File: config.mk
export PLATFORM = sky130hd
export DESIGN_NAME = ushift_reg
export DESIGN_NICKNAME = d
export VERILOG_FILES = /design/src/rtl/ushift_reg.sv
export SDC_FILE = /design/constraint.sdc
export NUM_CORES = 1
export LEC_CHECK = 0
export BUFFER_PORTS_ARGS = -buffer_cell sky130_fd_sc_hd__buf_2
export CAP_MARGIN = 20
export CORE_MARGIN = 5
export CORE_UTILIZATION = 30
export CTS_BUF_LIST = sky130_fd_sc_hd__clkbuf_8
export CTS_CLUSTER_SIZE = 10
export DETAILED_ROUTE_END_ITERATION = 6
export PLACE_DENSITY = 0.66
export SYNTH_ARGS = -nofsm -noshare
export SYNTH_HDL_FRONTEND = slang
export SYNTH_SLANG_ARGS = --single-unit
File: constraint.sdc
create_clock -name clk -period 2.55 [get_ports clk]
set_input_delay 0.1275 -clock clk [delete_from_list [all_inputs] [get_ports clk]]
set_output_delay 0.1275 -clock clk [all_outputs]
set_load 0.02 [all_outputs]
File: src/rtl/ushift_reg.sv
module ushift_reg #(
  parameter int W = 8
) (
  input  logic         clk,
  input  logic         clr_n,
  input  logic [1:0]   sel,
  input  logic         ser_r_in,
  input  logic         ser_l_in,
  input  logic         en_a_n,
  input  logic         en_b_n,
  input  logic [W-1:0] bus_in,
  output logic [W-1:0] bus_out,
  output logic         bus_drive,
  output logic         tap_lo,
  output logic         tap_hi
);

  localparam logic [1:0] OP_HOLD = 2'b00;
  localparam logic [1:0] OP_UP   = 2'b01;
  localparam logic [1:0] OP_DOWN = 2'b10;
  localparam logic [1:0] OP_LOAD = 2'b11;

  logic [W-1:0] q;
  logic [W-1:0] q_nxt;

  always_comb begin
    unique case (sel)
      OP_UP:   q_nxt = {q[W-2:0], ser_r_in};
      OP_DOWN: q_nxt = {ser_l_in, q[W-1:1]};
      OP_LOAD: q_nxt = bus_in;
      default: q_nxt = q;
    endcase
  end

  always_ff @(posedge clk or negedge clr_n) begin
    if (!clr_n) q <= '0;
    else        q <= q_nxt;
  end

  assign bus_out   = q;
  assign bus_drive = ~en_a_n & ~en_b_n & (sel != OP_LOAD);
  assign tap_lo    = q[0];
  assign tap_hi    = q[W-1];

  AST_CLEAR_ZERO: assert property (@(posedge clk) !clr_n |-> (bus_out == '0));
  AST_HOLD_KEEP: assert property (@(posedge clk) disable iff (!clr_n)
    (sel == OP_HOLD) |=> (bus_out == $past(bus_out)));
  AST_SHIFT_UP: assert property (@(posedge clk) disable iff (!clr_n)
    (sel == OP_UP) |=> (bus_out == {$past(bus_out[W-2:0]), $past(ser_r_in)}));
  AST_SHIFT_DOWN: assert property (@(posedge clk) disable iff (!clr_n)
    (sel == OP_DOWN) |=> (bus_out == {$past(ser_l_in), $past(bus_out[W-1:1])}));
  AST_LOAD_TAKE: assert property (@(posedge clk) disable iff (!clr_n)
    (sel == OP_LOAD) |=> (bus_out == $past(bus_in)));
  AST_NO_DRIVE_OFF: assert property (@(posedge clk) disable iff (!clr_n)
    (en_a_n || en_b_n) |-> !bus_drive);
  AST_NO_DRIVE_LOAD: assert property (@(posedge clk) disable iff (!clr_n)
    (sel == OP_LOAD) |-> !bus_drive);

endmodule

=== Yosys cells after proc, flatten, opt, wreduce, memory -nomap -nowiden ===
Index checks and enable logic that the tools add are counted.

* Output and inout bits: 11
* Logic and storage cells: 11
* Register bits after elaboration: 8
* Bits of input ports: 16

* Bitwise operators: 4
* Reduce and logical (&&, ||, !) cells: 1
* Eq/ne operators: 4
* Muxes and demuxes: 1

{| class="wikitable"
|+ Operator list
! operator !! count
|-
| $pmux 8 s3 || 1
|-
| $eq 2x2->1 const B || 2
|-
| $reduce_bool 3->1 || 1
|-
| $and 1x1->1 || 2
|-
| $eq 2x1->1 const B || 1
|-
| $ne 2x2->1 const B || 1
|-
| $not 1->1 || 2
|}

=== Logic depth before layout (Yosys ltp) ===
* Depth in word-level cells: 3
* Depth in mapped cells: 2
* Gate-level depth less buffers: 1

=== Least setup slack after synthesis ===
Ideal clock, no wire load.

* Kind: register to register
* Start: register q[7], in the netlist bus_out[7]
* End: register q[6], in the netlist bus_out[6]
* Data required time: 2411 ps
* Setup time: 139 ps
* Stages on the path, launching flop included: 2
* Arrival: 912 ps
* Clock period less this slack: 1050 ps
* Slack: 1500 ps
* Buffers on the path: 0
* Path through: dfrtp_1 -> mux4_2

* Word-level cells in the longest chain between the ends: 1

{| class="wikitable"
|+ RTL lines
! what !! line !! source
|-
| start, declared || 23 || <nowiki>logic [W-1:0] q;</nowiki>
|-
| start signal, assigned || 37 || <nowiki>else q <= q_nxt;</nowiki>
|-
| $pmux 8 s3 || 27 || <nowiki>unique case (sel)</nowiki>
|}

Every way passes these cells.
A chain may end at the register's enable or synchronous reset.

=== Worst setup path in the final report ===
* Start: register q[3], in the netlist bus_out[3]
* End: register q[2], in the netlist bus_out[2]

Same word-level chain as after synthesis.

==> flow_metrics.py <==
metrics = {
    "outcome": {
        "outcome": "finished clean",
    },
    "worst_setup_path": {
        "crit_slowest_cell": "mux4_2",
        "type_of_the_worst_setup_path": "flop to flop",
        "worstPathArrival_ns": 1.10,
        "cp_num_buf_inv": 0,
        "cp.required_ns": 2.65,
        "worstPathMaxFanout": 4,
        "rrSetupSlack_ns": 1.54,
        "ff_to_ff_start": "bus_out[3]",
        "worstRegToRegCells": 1,
        "crit_path_end_kind": "flop",
        "critical_path_stages": 1,
        "crit_path_max_incr_delay_ns": 0.46,
        "path_delay_family": "multiplexers",
        "critical_path.reg2reg.endpoint": "bus_out[2]",
        "path_cells": "mux4_2",
        "crit_path_start_kind": "flop",
    },
    "yosys": {
        "yosysTopAreaCellShare_pct": 47.06,
        "netlist.top_cell.by_area": "dfrtp_1",
        "post_synth_main_area_contributors": "dfrtp_1 (47%), mux4_2 (42%), buf_6 (5.3%)",
        "avgSynthCellArea_um2": 20.26,
        "mappedNetlistArea_um2": 425.4,
        "mappedNetlistNets": 37,
        "synthesis.instances": 21,
        "commonest_cells_in_the_synthesized_netlist": "dfrtp_1 (8), mux4_2 (8), buf_4 (2), buf_6 (2), a211oi_1 (1)",
        "synth_edf_count": 0,
        "synth-warning-count": 0,
        "proportion_of_synthesized_flip_flops_having_asynchronous_set_or_reset_pct": 100.0,
        "post_synth_num_cell_types": 5,
        "ff_latch_count_synth": 8,
        "sequential_area_share_after_synthesis_pct": 47.06,
        "synth-main-ff-cell": "dfrtp_1",
    },
    "global_routing": {
        "grt.total_usage_pct": 11.52,
        "grt_max_degree": 10,
        "globalRouteOverflowTotal": 0,
        "first_global_vias": 342,
        "grt_antenna_before_repair": 0,
        "grt_first_pass_wirelength_mm": 1.649,
    },
    "clock_tree": {
        "max-clock-path-buffers": 2,
        "post_cts.repair.setup_buffers": 0,
        "ctsRootBufferMaster": "clkbuf_8",
        "worstSkewPairLatency_ns": 0.23,
        "ctsHtreeMaxLevel": 1,
        "clock_sink_count": 8,
        "tritoncts": "built",
        "post_cts_clock_slew_at_the_launch_and_capture_registers_of_the_worst_setup_and_hold_paths_ns": 0.04,
        "tritoncts.num_buffers": 3,
    },
    "timing": {
        "report.final.setup_viol": 0,
        "timing_hold_violations_final": 0,
        "finalMaxSlewViolations": 0,
        "worst_margin_pin_slew_ns": 0.2695,
        "worst_slew_margin_rel_pct": 82.03,
        "finClkSkew_ns": 0.001010,
        "max_clock_freq_ghz": 0.9947,
        "period_needed_ns": 1.005,
        "fin_tns_setup_ns": 0,
        "rsz0062_at_grt": "no",
        "final.period_utilization_pct": 39.43,
        "post-route-worst-setup-slack_ns": 1.545,
    },
    "hold_path": {
        "terminating_pin_of_the_worst_hold_path": "bus_out[4]",
        "hp-class": "input port to flop",
        "hold-path-cell-count": 2,
        "worstHoldStart": "bus_in[4]",
    },
    "cells_and_area": {
        "synthToLayoutAreaGrowth_pct": 38.24,
        "drive_above_1_share_pct": 78.72,
        "finalNetCount": 65,
        "final_cells": 62,
        "antenna-diode-count": 0,
        "largest_reg_flops": 8,
    },
    "floorplanning": {
        "initial_core_util_pct": 32.29,
        "placementRows": 13,
        "number_of_top_level_design_ports": 27,
        "core_mm2": 0.001318,
        "die_area_mm2": 0.002271,
        "fp.dieH_um": 47.66,
        "floorplan.die.width_um": 47.66,
    },
    "route": {
        "drtAntennaViolNets": 0,
        "route.detailed.vias_per_inst": 5.177,
        "drc": 0,
        "wirelength_mm": 1.023,
        "drtPass1Iterations": 3,
        "dr_total_vias": 321,
        "initialDrtViolationCount": 2,
        "wl_per_cell_um": 16.50,
    },
    "placed_design": {
        "numPortBuffers": 26,
        "globalplace.congestion": 0.7286,
        "placed_cells": 58,
        "dp_slack_ns": 1.474,
    },
    "flow_run": {
        "max_cap_viol_count": 0,
    },
    "power_and_ir_drop": {
        "design_power_total_w": 0.0004836,
        "power.ir.vdd_worst_uv": 455.2,
        "leakagePower_nw": 0.2751,
        "powerDensity_mw_per_mm2": 822.3,
    },
}
-- logic make-up (layout without fill, tap and decap cells) --
group | after synthesis | in the layout | synth area share (%)
multiplexers | 8 | 8 | 42.35
flip-flops | 8 | 8 | 47.06
buffers and inverters | 4 | 30 | 8.822
AO/OA/AOI/OAI | 1 | 1 | 1.765
-- what timing repair did --
action	in CTS	in global routing
hold endpoints to repair	8	0
hold buffers	1	0
resized for setup	0	0
-- layout make-up --
cell class | count | area, um2
fill | 122 | 729.5
clock buffer | 3 | 41.29
timing repair buffer | 27 | 140.1
multi-input combinational | 9 | 187.7
tap | 15 | 18.77
sequential | 8 | 200.2
-- worst max-delay path by stage --
stage                      end  slack [ns]        from
finish              bus_out[2]        1.54  bus_out[3]
global route        bus_out[0]        1.53  bus_out[1]
CTS                 bus_out[2]        1.54  bus_out[3]
detailed placement  bus_out[6]        1.47      sel[0]
global placement    bus_out[0]        1.50      sel[0]
floorplan           bus_out[6]        1.50  bus_out[7]
-- routing by layer --
layer	vias to the layer above	part of all wire (%)	global-route usage (%)
met4	0	2.7	8.065
met3	3	8.8	4.887
li1	138	-	-
met2	15	53	17.11
met1	165	35	13.37
met5	-	0	0
-- stage by stage --
stage	hold WS, ns	utilization (%)	cell area, um2
6_report	0.2130	44.63	588.1
5_1_grt	0.2181	44.63	588.1
4_1_cts	0.2150	44.63	588.1
3_5_place_dp	-0.02154	40.74	536.8
3_3_place_gp	-0.02564	40.74	536.8
2_1_floorplan	-0.1681	-	425.4
-- placed cells by master (no fill, tap or decap), drive strengths merged --
master / count
buf: 26
mux4: 8
dfrtp: 8
clkbuf: 3
a211oi: 1
dlygate4sd3: 1
-- where the power goes --
part,switching (W),internal (W),total [W]
Sequential,0.0000280,0.000155,0.000183
Combinational,0.0000735,0.0000743,0.000148
Clock,0.0000503,0.000102,0.000153
Note: power is estimated with default switching activity, not from simulation.
